==> src/rtl/ctf_pkg.sv <==
package ctf_pkg;
  typedef enum logic {
    FILLING  = 1'b0,
    TRACKING = 1'b1
  } ctf_phase_e;
endpackage

==> src/rtl/ctf_sequencer.sv <==
module ctf_sequencer #(
  parameter int DEPTH  = 4,
  parameter int STRIDE = 2
) (
  input  logic clk_i,
  input  logic rst_ni,
  input  logic clear_i,
  input  logic code_valid_i,
  output logic accept_o,
  output logic trig_q_o
);
  import ctf_pkg::*;

  localparam int FILL_W = (DEPTH > 1) ? $clog2(DEPTH) : 1;
  localparam int STR_W  = (STRIDE > 1) ? $clog2(STRIDE) : 1;
  localparam logic [FILL_W-1:0] FILL_LAST = FILL_W'(DEPTH - 1);
  localparam logic [STR_W-1:0]  STR_LAST  = STR_W'(STRIDE - 1);

  ctf_phase_e        phase_q;
  logic [FILL_W-1:0] fill_q;
  logic [STR_W-1:0]  stride_q;
  logic              trig;

  assign accept_o = code_valid_i && !clear_i;
  assign trig     = accept_o && ((phase_q == TRACKING) ? (stride_q == STR_LAST)
                                                       : (fill_q == FILL_LAST));

  always_ff @(posedge clk_i or negedge rst_ni) begin
    if (!rst_ni) begin
      phase_q  <= FILLING;
      fill_q   <= '0;
      stride_q <= '0;
      trig_q_o <= 1'b0;
    end else if (clear_i) begin
      phase_q  <= FILLING;
      fill_q   <= '0;
      stride_q <= '0;
      trig_q_o <= 1'b0;
    end else begin
      trig_q_o <= trig;
      if (accept_o) begin
        if (phase_q == FILLING) begin
          if (fill_q == FILL_LAST) begin
            phase_q  <= TRACKING;
            stride_q <= '0;
          end else begin
            fill_q <= fill_q + 1'b1;
          end
        end else begin
          stride_q <= (stride_q == STR_LAST) ? '0 : stride_q + 1'b1;
        end
      end
    end
  end
endmodule

==> src/rtl/ctf_window.sv <==
module ctf_window #(
  parameter int CODE_W = 11,
  parameter int DEPTH  = 4
) (
  input  logic              clk_i,
  input  logic              rst_ni,
  input  logic              push_i,
  input  logic [CODE_W-1:0] code_i,
  output logic [CODE_W-1:0] win_o [DEPTH]
);
  // slot 0 newest, slot DEPTH-1 oldest
  for (genvar k = 0; k < DEPTH; k++) begin : g_slot
    always_ff @(posedge clk_i or negedge rst_ni) begin
      if (!rst_ni) begin
        win_o[k] <= '0;
      end else if (push_i) begin
        if (k == 0) win_o[k] <= code_i;
        else        win_o[k] <= win_o[(k > 0) ? k - 1 : 0];
      end
    end
  end
endmodule

==> src/rtl/ctf_sort_net.sv <==
module ctf_sort_net #(
  parameter int CODE_W = 11,
  parameter int DEPTH  = 4
) (
  input  logic              clk_i,
  input  logic              rst_ni,
  input  logic              clear_i,
  input  logic              go_i,
  input  logic [CODE_W-1:0] win_i [DEPTH],
  output logic              go_o,
  output logic [CODE_W-1:0] sorted_o [DEPTH]
);
  // odd-even transposition: DEPTH stages, ascending order
  logic [CODE_W-1:0] net [DEPTH+1][DEPTH];

  for (genvar j = 0; j < DEPTH; j++) begin : g_in
    assign net[0][j] = win_i[j];
  end

  for (genvar s = 0; s < DEPTH; s++) begin : g_stage
    for (genvar j = 0; j < DEPTH; j++) begin : g_lane
      if (((j % 2) == (s % 2)) && ((j + 1) < DEPTH)) begin : g_lo
        assign net[s+1][j] = (net[s][j+1] < net[s][j]) ? net[s][j+1] : net[s][j];
      end else if (((j % 2) != (s % 2)) && (j >= 1)) begin : g_hi
        assign net[s+1][j] = (net[s][j-1] > net[s][j]) ? net[s][j-1] : net[s][j];
      end else begin : g_pass
        assign net[s+1][j] = net[s][j];
      end
    end
  end

  always_ff @(posedge clk_i or negedge rst_ni) begin
    if (!rst_ni) begin
      go_o <= 1'b0;
      for (int j = 0; j < DEPTH; j++) sorted_o[j] <= '0;
    end else begin
      go_o <= go_i && !clear_i;
      if (go_i) begin
        for (int j = 0; j < DEPTH; j++) sorted_o[j] <= net[DEPTH][j];
      end
    end
  end
endmodule

==> src/rtl/ctf_trim_avg.sv <==
module ctf_trim_avg #(
  parameter int CODE_W = 11,
  parameter int DEPTH  = 4
) (
  input  logic              clk_i,
  input  logic              rst_ni,
  input  logic              clear_i,
  input  logic              go_i,
  input  logic [CODE_W-1:0] sorted_i [DEPTH],
  output logic [CODE_W-1:0] baseline_o,
  output logic              baseline_valid_o
);
  localparam int KEEP  = DEPTH - 2;
  localparam int SUM_W = CODE_W + $clog2(DEPTH);

  logic [SUM_W-1:0]  sum;
  logic [CODE_W-1:0] mean;

  always_comb begin
    sum = '0;
    for (int j = 1; j < DEPTH - 1; j++) sum = sum + SUM_W'(sorted_i[j]);
  end

  assign mean = CODE_W'(sum / SUM_W'(KEEP));

  always_ff @(posedge clk_i or negedge rst_ni) begin
    if (!rst_ni) begin
      baseline_o       <= '0;
      baseline_valid_o <= 1'b0;
    end else if (clear_i) begin
      baseline_o       <= '0;
      baseline_valid_o <= 1'b0;
    end else if (go_i) begin
      baseline_o       <= mean;
      baseline_valid_o <= 1'b1;
    end
  end
endmodule

==> src/rtl/code_trim_filter.sv <==
module code_trim_filter #(
  parameter int CODE_W = 11,
  parameter int DEPTH  = 4,
  parameter int STRIDE = 2
) (
  input  logic              clk_i,
  input  logic              rst_ni,
  input  logic              clear_i,
  input  logic              code_valid_i,
  input  logic [CODE_W-1:0] code_i,
  output logic [CODE_W-1:0] baseline_o,
  output logic              baseline_valid_o
);
  logic              accept;
  logic              sort_go;
  logic              avg_go;
  logic [CODE_W-1:0] win    [DEPTH];
  logic [CODE_W-1:0] sorted [DEPTH];

  ctf_sequencer #(.DEPTH(DEPTH), .STRIDE(STRIDE)) u_seq (
    .clk_i       (clk_i),
    .rst_ni      (rst_ni),
    .clear_i     (clear_i),
    .code_valid_i(code_valid_i),
    .accept_o    (accept),
    .trig_q_o    (sort_go)
  );

  ctf_window #(.CODE_W(CODE_W), .DEPTH(DEPTH)) u_win (
    .clk_i (clk_i),
    .rst_ni(rst_ni),
    .push_i(accept),
    .code_i(code_i),
    .win_o (win)
  );

  ctf_sort_net #(.CODE_W(CODE_W), .DEPTH(DEPTH)) u_sort (
    .clk_i   (clk_i),
    .rst_ni  (rst_ni),
    .clear_i (clear_i),
    .go_i    (sort_go),
    .win_i   (win),
    .go_o    (avg_go),
    .sorted_o(sorted)
  );

  ctf_trim_avg #(.CODE_W(CODE_W), .DEPTH(DEPTH)) u_avg (
    .clk_i           (clk_i),
    .rst_ni          (rst_ni),
    .clear_i         (clear_i),
    .go_i            (avg_go),
    .sorted_i        (sorted),
    .baseline_o      (baseline_o),
    .baseline_valid_o(baseline_valid_o)
  );
endmodule

==> config.mk <==
export PLATFORM = sky130hd
export DESIGN_NAME = code_trim_filter
export DESIGN_NICKNAME = d
export VERILOG_FILES = /design/src/rtl/ctf_pkg.sv /design/src/rtl/ctf_sequencer.sv /design/src/rtl/ctf_window.sv /design/src/rtl/ctf_sort_net.sv /design/src/rtl/ctf_trim_avg.sv /design/src/rtl/code_trim_filter.sv
export SDC_FILE = /design/constraint.sdc
export NUM_CORES = 1
export LEC_CHECK = 0
export ABC_CLOCK_PERIOD_IN_PS = 11800
export BUFFER_PORTS_ARGS = -buffer_cell sky130_fd_sc_hd__buf_2
export CORE_MARGIN = 4
export CORE_UTILIZATION = 40
export CTS_CLUSTER_DIAMETER = 200
export DETAILED_ROUTE_END_ITERATION = 10
export PLACE_DENSITY = 0.65
export SYNTH_ARGS = -nofsm -noshare
export SYNTH_HDL_FRONTEND = slang
export SYNTH_SLANG_ARGS = --single-unit
==> constraint.sdc <==
create_clock -name clk_i -period 11.8 [get_ports clk_i]
set_clock_uncertainty 0.05 [all_clocks]
set_input_delay 0.59 -clock clk_i [delete_from_list [all_inputs] [get_ports clk_i]]
set_output_delay 0.59 -clock clk_i [all_outputs]
set_load 0.03 [all_outputs]
Word level (Yosys, flattened, before mapping)
Cells that the tools add are included.

cells by class
  mux-type cells = 29
  magnitude comparators = 10
  multipliers = 0
  bitwise operators = 0
  shift-type cells = 0
  equality and inequality tests = 3
  divide/modulo/power cells = 0
  reduce and logical (&&, ||, !) cells = 9
  add/sub/neg operators = 3

operator list
  cell                   number
  $mux W11               12
  $gt A11 B11 Y1         5
  $lt A11 B11 Y1         5
  $mux W1                13
  $add A11 B11 Y12       1
  $mux W2                4
  $ne A2 B2 Y1 const B   2
  $reduce_bool A2 Y1     2
  $logic_and A1 B1 Y1    3
  $reduce_and A3 Y1      1
  $reduce_bool A3 Y1     1
  $add A2 B1 Y2 const B  1
  $eq A2 B2 Y1 const B   1
  $reduce_and A2 Y1      1
  $add A1 B1 Y1 const B  1
  $logic_not A1 Y1       1

storage, ports and cells
  input port bits = 15
  logic and storage cells = 67
  memory bits (writable) = 0
  latch bits = 0
  output and inout bits = 12
  memories = 0
  register bits = 84
  memory bits (read-only) = 0

Depth between registers and ports, before layout
  word-level depth = 8
  depth in mapped cells = 43
  depth with buffers taken out = 38

Hierarchy
A second synthesis with hierarchy kept.

unflattened totals
  cells, all modules = 802
  area total of the unflattened synthesis = 7966.4 µm²

modules (own cells, without submodules)
  module         cells each  seq. area each (µm²)  times used  area each (µm²)
  ctf_sort_net   586         1126.1                1           4936.0
  ctf_window     93          1101.1                1           1838.0
  ctf_trim_avg   102         300.3                 1           935.9
  ctf_sequencer  21          125.1                 1           256.5

Worst setup path after synthesis
No wires, ideal clock.

  path type = flip-flop to flip-flop
  from = register u_win.win_o[31] in the netlist's numbering
  to = register u_sort.sorted_o[20] in the netlist's numbering
  buffers on the path = 5
  library setup time = 146 ps
  period minus slack after synthesis = 7860 ps
  arrival = 7665 ps
  stages on the path, launching flop included = 39
  setup slack = 3940 ps
  data required time = 11604 ps
  cell sequence = dfrtp_1 > inv_1 > ha_1 > nand4_2 > a211oi_2 > a211oi_2 > a41oi_2 > buf_2 > mux2i_1 > ha_1 > a211oi_1 > o21ai_1 > a221oi_1 > nand2_1 > o31a_4 > buf_6 > buf_4 > nand2_1 > [... 3 more ...] > a211o_1 > o41ai_1 > a41oi_1 > clkbuf_1 > o21a_1 > inv_1 > ha_1 > nor2b_1 > o21a_1 > o21a_1 > o21ai_0 > nand2b_1 > a31oi_1 > o21ai_1 > o31a_1 > nand2_1 > clkbuf_1 > o221ai_1

between the ends
  longest elaborated chain between the ends = 8
  elaborated cells between the ends (all ways) = 14
  classes of those cells = order compare: 7; mux: 7

ends and longest elaborated chain
  item                                              RTL line                                RTL
  from (decl)                                       ctf_window.sv:9                         output logic [CODE_W-1:0] win_o [DEPTH]
  from (signal, indexed assignment)                 ctf_window.sv:17                        if (k == 0) win_o[k] <= code_i;
  from (signal, indexed assignment)                 ctf_window.sv:18                        else win_o[k] <= win_o[(k > 0) ? k - 1 : 0];
  $gt A11 B11 Y1                                    ctf_sort_net.sv:25                      assign net[s+1][j] = (net[s][j-1] > net[s][j]) ? net[s][j-1] : net[s][j];
  $mux W11                                          ctf_sort_net.sv:25
  $lt A11 B11 Y1 or $gt A11 B11 Y1 (tied branches)  ctf_sort_net.sv:23, ctf_sort_net.sv:25
  $mux W11, on equally long branches                ctf_sort_net.sv:23, ctf_sort_net.sv:25
  $gt A11 B11 Y1 or $lt A11 B11 Y1 (tied branches)  ctf_sort_net.sv:25, ctf_sort_net.sv:23
  $mux W11, on equally long branches                ctf_sort_net.sv:25, ctf_sort_net.sv:23
  $gt A11 B11 Y1                                    ctf_sort_net.sv:25
  $mux W11 *                                        ctf_sort_net.sv:25
  to (decl)                                         ctf_sort_net.sv:11                      output logic [CODE_W-1:0] sorted_o [DEPTH]

Mark *: on every way between the ends. The rest lies on a longest branch, timed or not.
A chain may end at the register's enable or synchronous reset.

Worst setup path after layout
  from = register u_win.win_o[17] in the netlist's numbering
  to = register u_sort.sorted_o[31] in the netlist's numbering

between the ends
  longest elaborated chain between the ends = 8
  elaborated cells between the ends (all ways) = 14
  classes of those cells = order compare: 7; mux: 7

ends and longest elaborated chain
  item                                              RTL line                                RTL
  $lt A11 B11 Y1                                    ctf_sort_net.sv:23                      assign net[s+1][j] = (net[s][j+1] < net[s][j]) ? net[s][j+1] : net[s][j];
  $mux W11                                          ctf_sort_net.sv:23
  $gt A11 B11 Y1 or $lt A11 B11 Y1 (tied branches)  ctf_sort_net.sv:25, ctf_sort_net.sv:23
  $mux W11, on equally long branches                ctf_sort_net.sv:25, ctf_sort_net.sv:23
  $lt A11 B11 Y1 or $gt A11 B11 Y1 (tied branches)  ctf_sort_net.sv:23, ctf_sort_net.sv:25
  $mux W11, on equally long branches                ctf_sort_net.sv:23, ctf_sort_net.sv:25
  $lt A11 B11 Y1                                    ctf_sort_net.sv:23
  $mux W11 *                                        ctf_sort_net.sv:23

Marks and branches as above.

==> flow_metrics.env <==
export IMPL_start_util_pct=41.3
export IMPL_grt_max_degree=85
export IMPL_setup_viol=0
export IMPL_clockBufferDepth=2
export IMPL_reg2reg_setup_slack_ns=2.63
export IMPL_arrival_ns=9.36
export IMPL_remaining_drc_errors=0
export IMPL_synth_area_top_cells="dfrtp_1 33%, ha_1 15%, mux2_2 7.7%, mux2i_1 5.5%, nand2_1 3.4%"
export IMPL_synth_distinct_cells=56
export IMPL_cts_root_buf="clkbuf_16"
export IMPL_final_common_cell="dfrtp_1"
export IMPL_required_ns=11.99
export IMPL_netlist_area_sq_um=6320
export IMPL_rsz0062_at_grt="false"
export IMPL_ant_nets=0
export IMPL_met3_usage_pct=3.89
export IMPL_cts_clk_slew_worst_paths_ns=0.06
export IMPL_io_pins=27
export IMPL_postCtsSetupBuffers=0
export IMPL_hold_viol_final=0
export IMPL_area_growth_pct=10.5
export IMPL_r2r_end="u_sort.sorted_o[31]$_DFFE_PN0P_"
export IMPL_yosysSeqAreaShare_pct=33.3
export IMPL_initialDrtViolationCount=194
export IMPL_min_period_over_period_pct=77.7
export IMPL_place_congestion=0.975
export IMPL_clk_latency_ns=0.35
export IMPL_hold_path_class="in2async"
export IMPL_cts_resized=0
export IMPL_crit_end="u_sort.sorted_o[31]$_DFFE_PN0P_"
export IMPL_cp_slowest_cell="o21ai_2"
export IMPL_hold_buffers=0
export IMPL_grt_pass1_wl_microns=24900
export IMPL_drive_above_1_share_pct=17.7
export IMPL_wl_per_cell_microns=16.7
export IMPL_synth_seq_cells=84
export IMPL_avgSynthCellArea_sq_um=9.50
export IMPL_syn_num_nets=755
export IMPL_antenna_cells=0
export IMPL_max_slew_margin_pct=28.0
export IMPL_cts_buffers=9
export IMPL_slew_viol_final=0
export IMPL_grt_usage_pct=17.2
export IMPL_rows=45
export IMPL_timing_critical_path_from="u_win.win_o[17]$_DFFE_PN0P_"
export IMPL_ys_warnings_count=0
export IMPL_synth_edff_count=0
export IMPL_routed_wl_microns=14900
export IMPL_dieArea_sq_um=17900
export IMPL_syn_instance_count=665
export IMPL_cts_htree_levels=3
export IMPL_clkSinkCount=84
export IMPL_coreArea_sq_um=15300
export IMPL_layout_common_cells="84 x dfrtp_1, 74 x ha_1, 57 x nand2_1"
export IMPL_r2r_cells=36
export IMPL_die_w_microns=134
export IMPL_grt_util_met1_pct=21.8
export IMPL_viasPerCell=5.53
export IMPL_cts_tree="done"
export IMPL_status="finished clean"
export IMPL_fin_nets=769
export IMPL_r2r_start="u_win.win_o[17]$_DFFE_PN0P_"
export IMPL_path_max_fanout=29
export IMPL_use_met2_pct=28.2
export IMPL_worstSetupPathType="reg2reg"
export IMPL_postSynth_asyncResetShare_pct=100
export IMPL_ys_flop_type="dfrtp_1"
export IMPL_worst_slew_pin_slew_ns=1.08
export IMPL_busiest_layer="met2"
export IMPL_synth_largest_area_cell="dfrtp_1"
export IMPL_maxCapViolCount=0
export IMPL_crit_path_end_kind="flop"
export IMPL_synth_top_area_share_pct=33.3
export IMPL_period_needed_ns=9.17
export IMPL_timing_fmax_mhz=109
export IMPL_fin_setup_tns_ns=0
export IMPL_grt_pass1_vias=5009
export IMPL_io_buffers=26
export IMPL_startpoint_type="flop"
export IMPL_vias=4947
export IMPL_crit_top_cell="ha_1"
export IMPL_hpwlAfterDp_microns=11500
export IMPL_antenna_found_initial=0
export IMPL_gr_total_overflow=0
export IMPL_drtPass1Iterations=5
export IMPL_slowest_delay_ns=0.65
export IMPL_die_h_microns=134
[kinds of logic after synthesis]
kind of cell	after synthesis	share of synthesized area (%)
fa+ha+maj	75	15.0
compound gates	160	17.0
xor+xnor	9	1.25
simple gates	155	11.4
buf+inv	90	5.72
flops	84	33.3
mux	92	16.4
[worst max-delay path: cells and delay by family, from the launching register on]
kind,cells,cell delay (ns)
buf+inv,4,0.65
mux,3,1.03
simple gates,5,0.84
compound gates,20,4.91
fa+ha+maj,4,1.19
flops,1,0.37
[layout make-up]
type | count | area (sq um)
fillers | 1469 | 8330
clock buffers | 12 | 256
multi-input cells | 491 | 3870
repair buffers | 30 | 163
well taps | 211 | 264
flip-flops and latches | 84 | 2100
inverters | 63 | 236
clock inverters | 4 | 95.1
[through the flow]
step / util [%] / cells / hold slack (ns) / cell area [sq um] / worst slack (ns)
floorplan: - / 665 / 0.244 / 6320 / 3.94
global placement: 43.3 / 879 / 0.419 / 6630 / 3.19
detailed placement: 43.3 / 879 / 0.436 / 6630 / 2.87
CTS: 45.6 / 895 / 0.400 / 6980 / 2.85
global route: 45.6 / 895 / 0.421 / 6980 / 2.02
finish: 45.6 / 895 / 0.372 / 6980 / 2.63
[synth_stat cells, drive strengths merged (8+ instances only)]
cell / count
buf: 8
a211oi: 11
nand4: 13
o221ai: 18
o21a: 13
inv: 63
clkbuf: 19
a21o: 8
o21ai: 50
mux2: 55
nor2: 44
dfrtp: 84
ha: 74
nand2: 57
nand2b: 21
a21oi: 33
mux2i: 37
[metal layers]
layer  share of wire (%)  vias to the layer above
met3                 4.1                       29
met1                  46                     2382
met5                   0                        -
met4                 3.1                        0
met2                  47                      122
li1                    -                     2414
[worst min path at each step]
stage                                        from                                  to  slack, ns  cells past startpoint
2_1_floorplan                              rst_ni     u_avg.baseline_o[0]$_DFFE_PN0P_       0.24                      0
6_report                                   rst_ni         u_seq.fill_q[0]$_DFFE_PN0P_       0.37                      1
3_3_place_gp   u_avg.baseline_valid_o$_DFFE_PN0P_  u_avg.baseline_valid_o$_DFFE_PN0P_       0.42                      2
4_1_cts                                 code_i[0]         u_win.win_o[33]$_DFFE_PN0P_       0.40                      3
5_1_grt                                 code_i[5]         u_win.win_o[38]$_DFFE_PN0P_       0.42                      2
3_5_place_dp      u_sort.sorted_o[18]$_DFFE_PN0P_     u_sort.sorted_o[18]$_DFFE_PN0P_       0.44                      2
[flip-flops by register name (all words and copies together), names as in the netlist]
signal / count
u_avg.baseline_o: 11
u_avg.baseline_valid_o: 1
u_seq.fill_q: 2
u_seq.phase_q: 1
u_seq.stride_q: 1
u_seq.trig_q_o: 1
u_sort.go_o: 1
u_sort.sorted_o: 22
u_win.win_o: 44
Power is not shown: default switching activity piles up to over one toggle a cycle in this logic, so the estimate is an artifact.
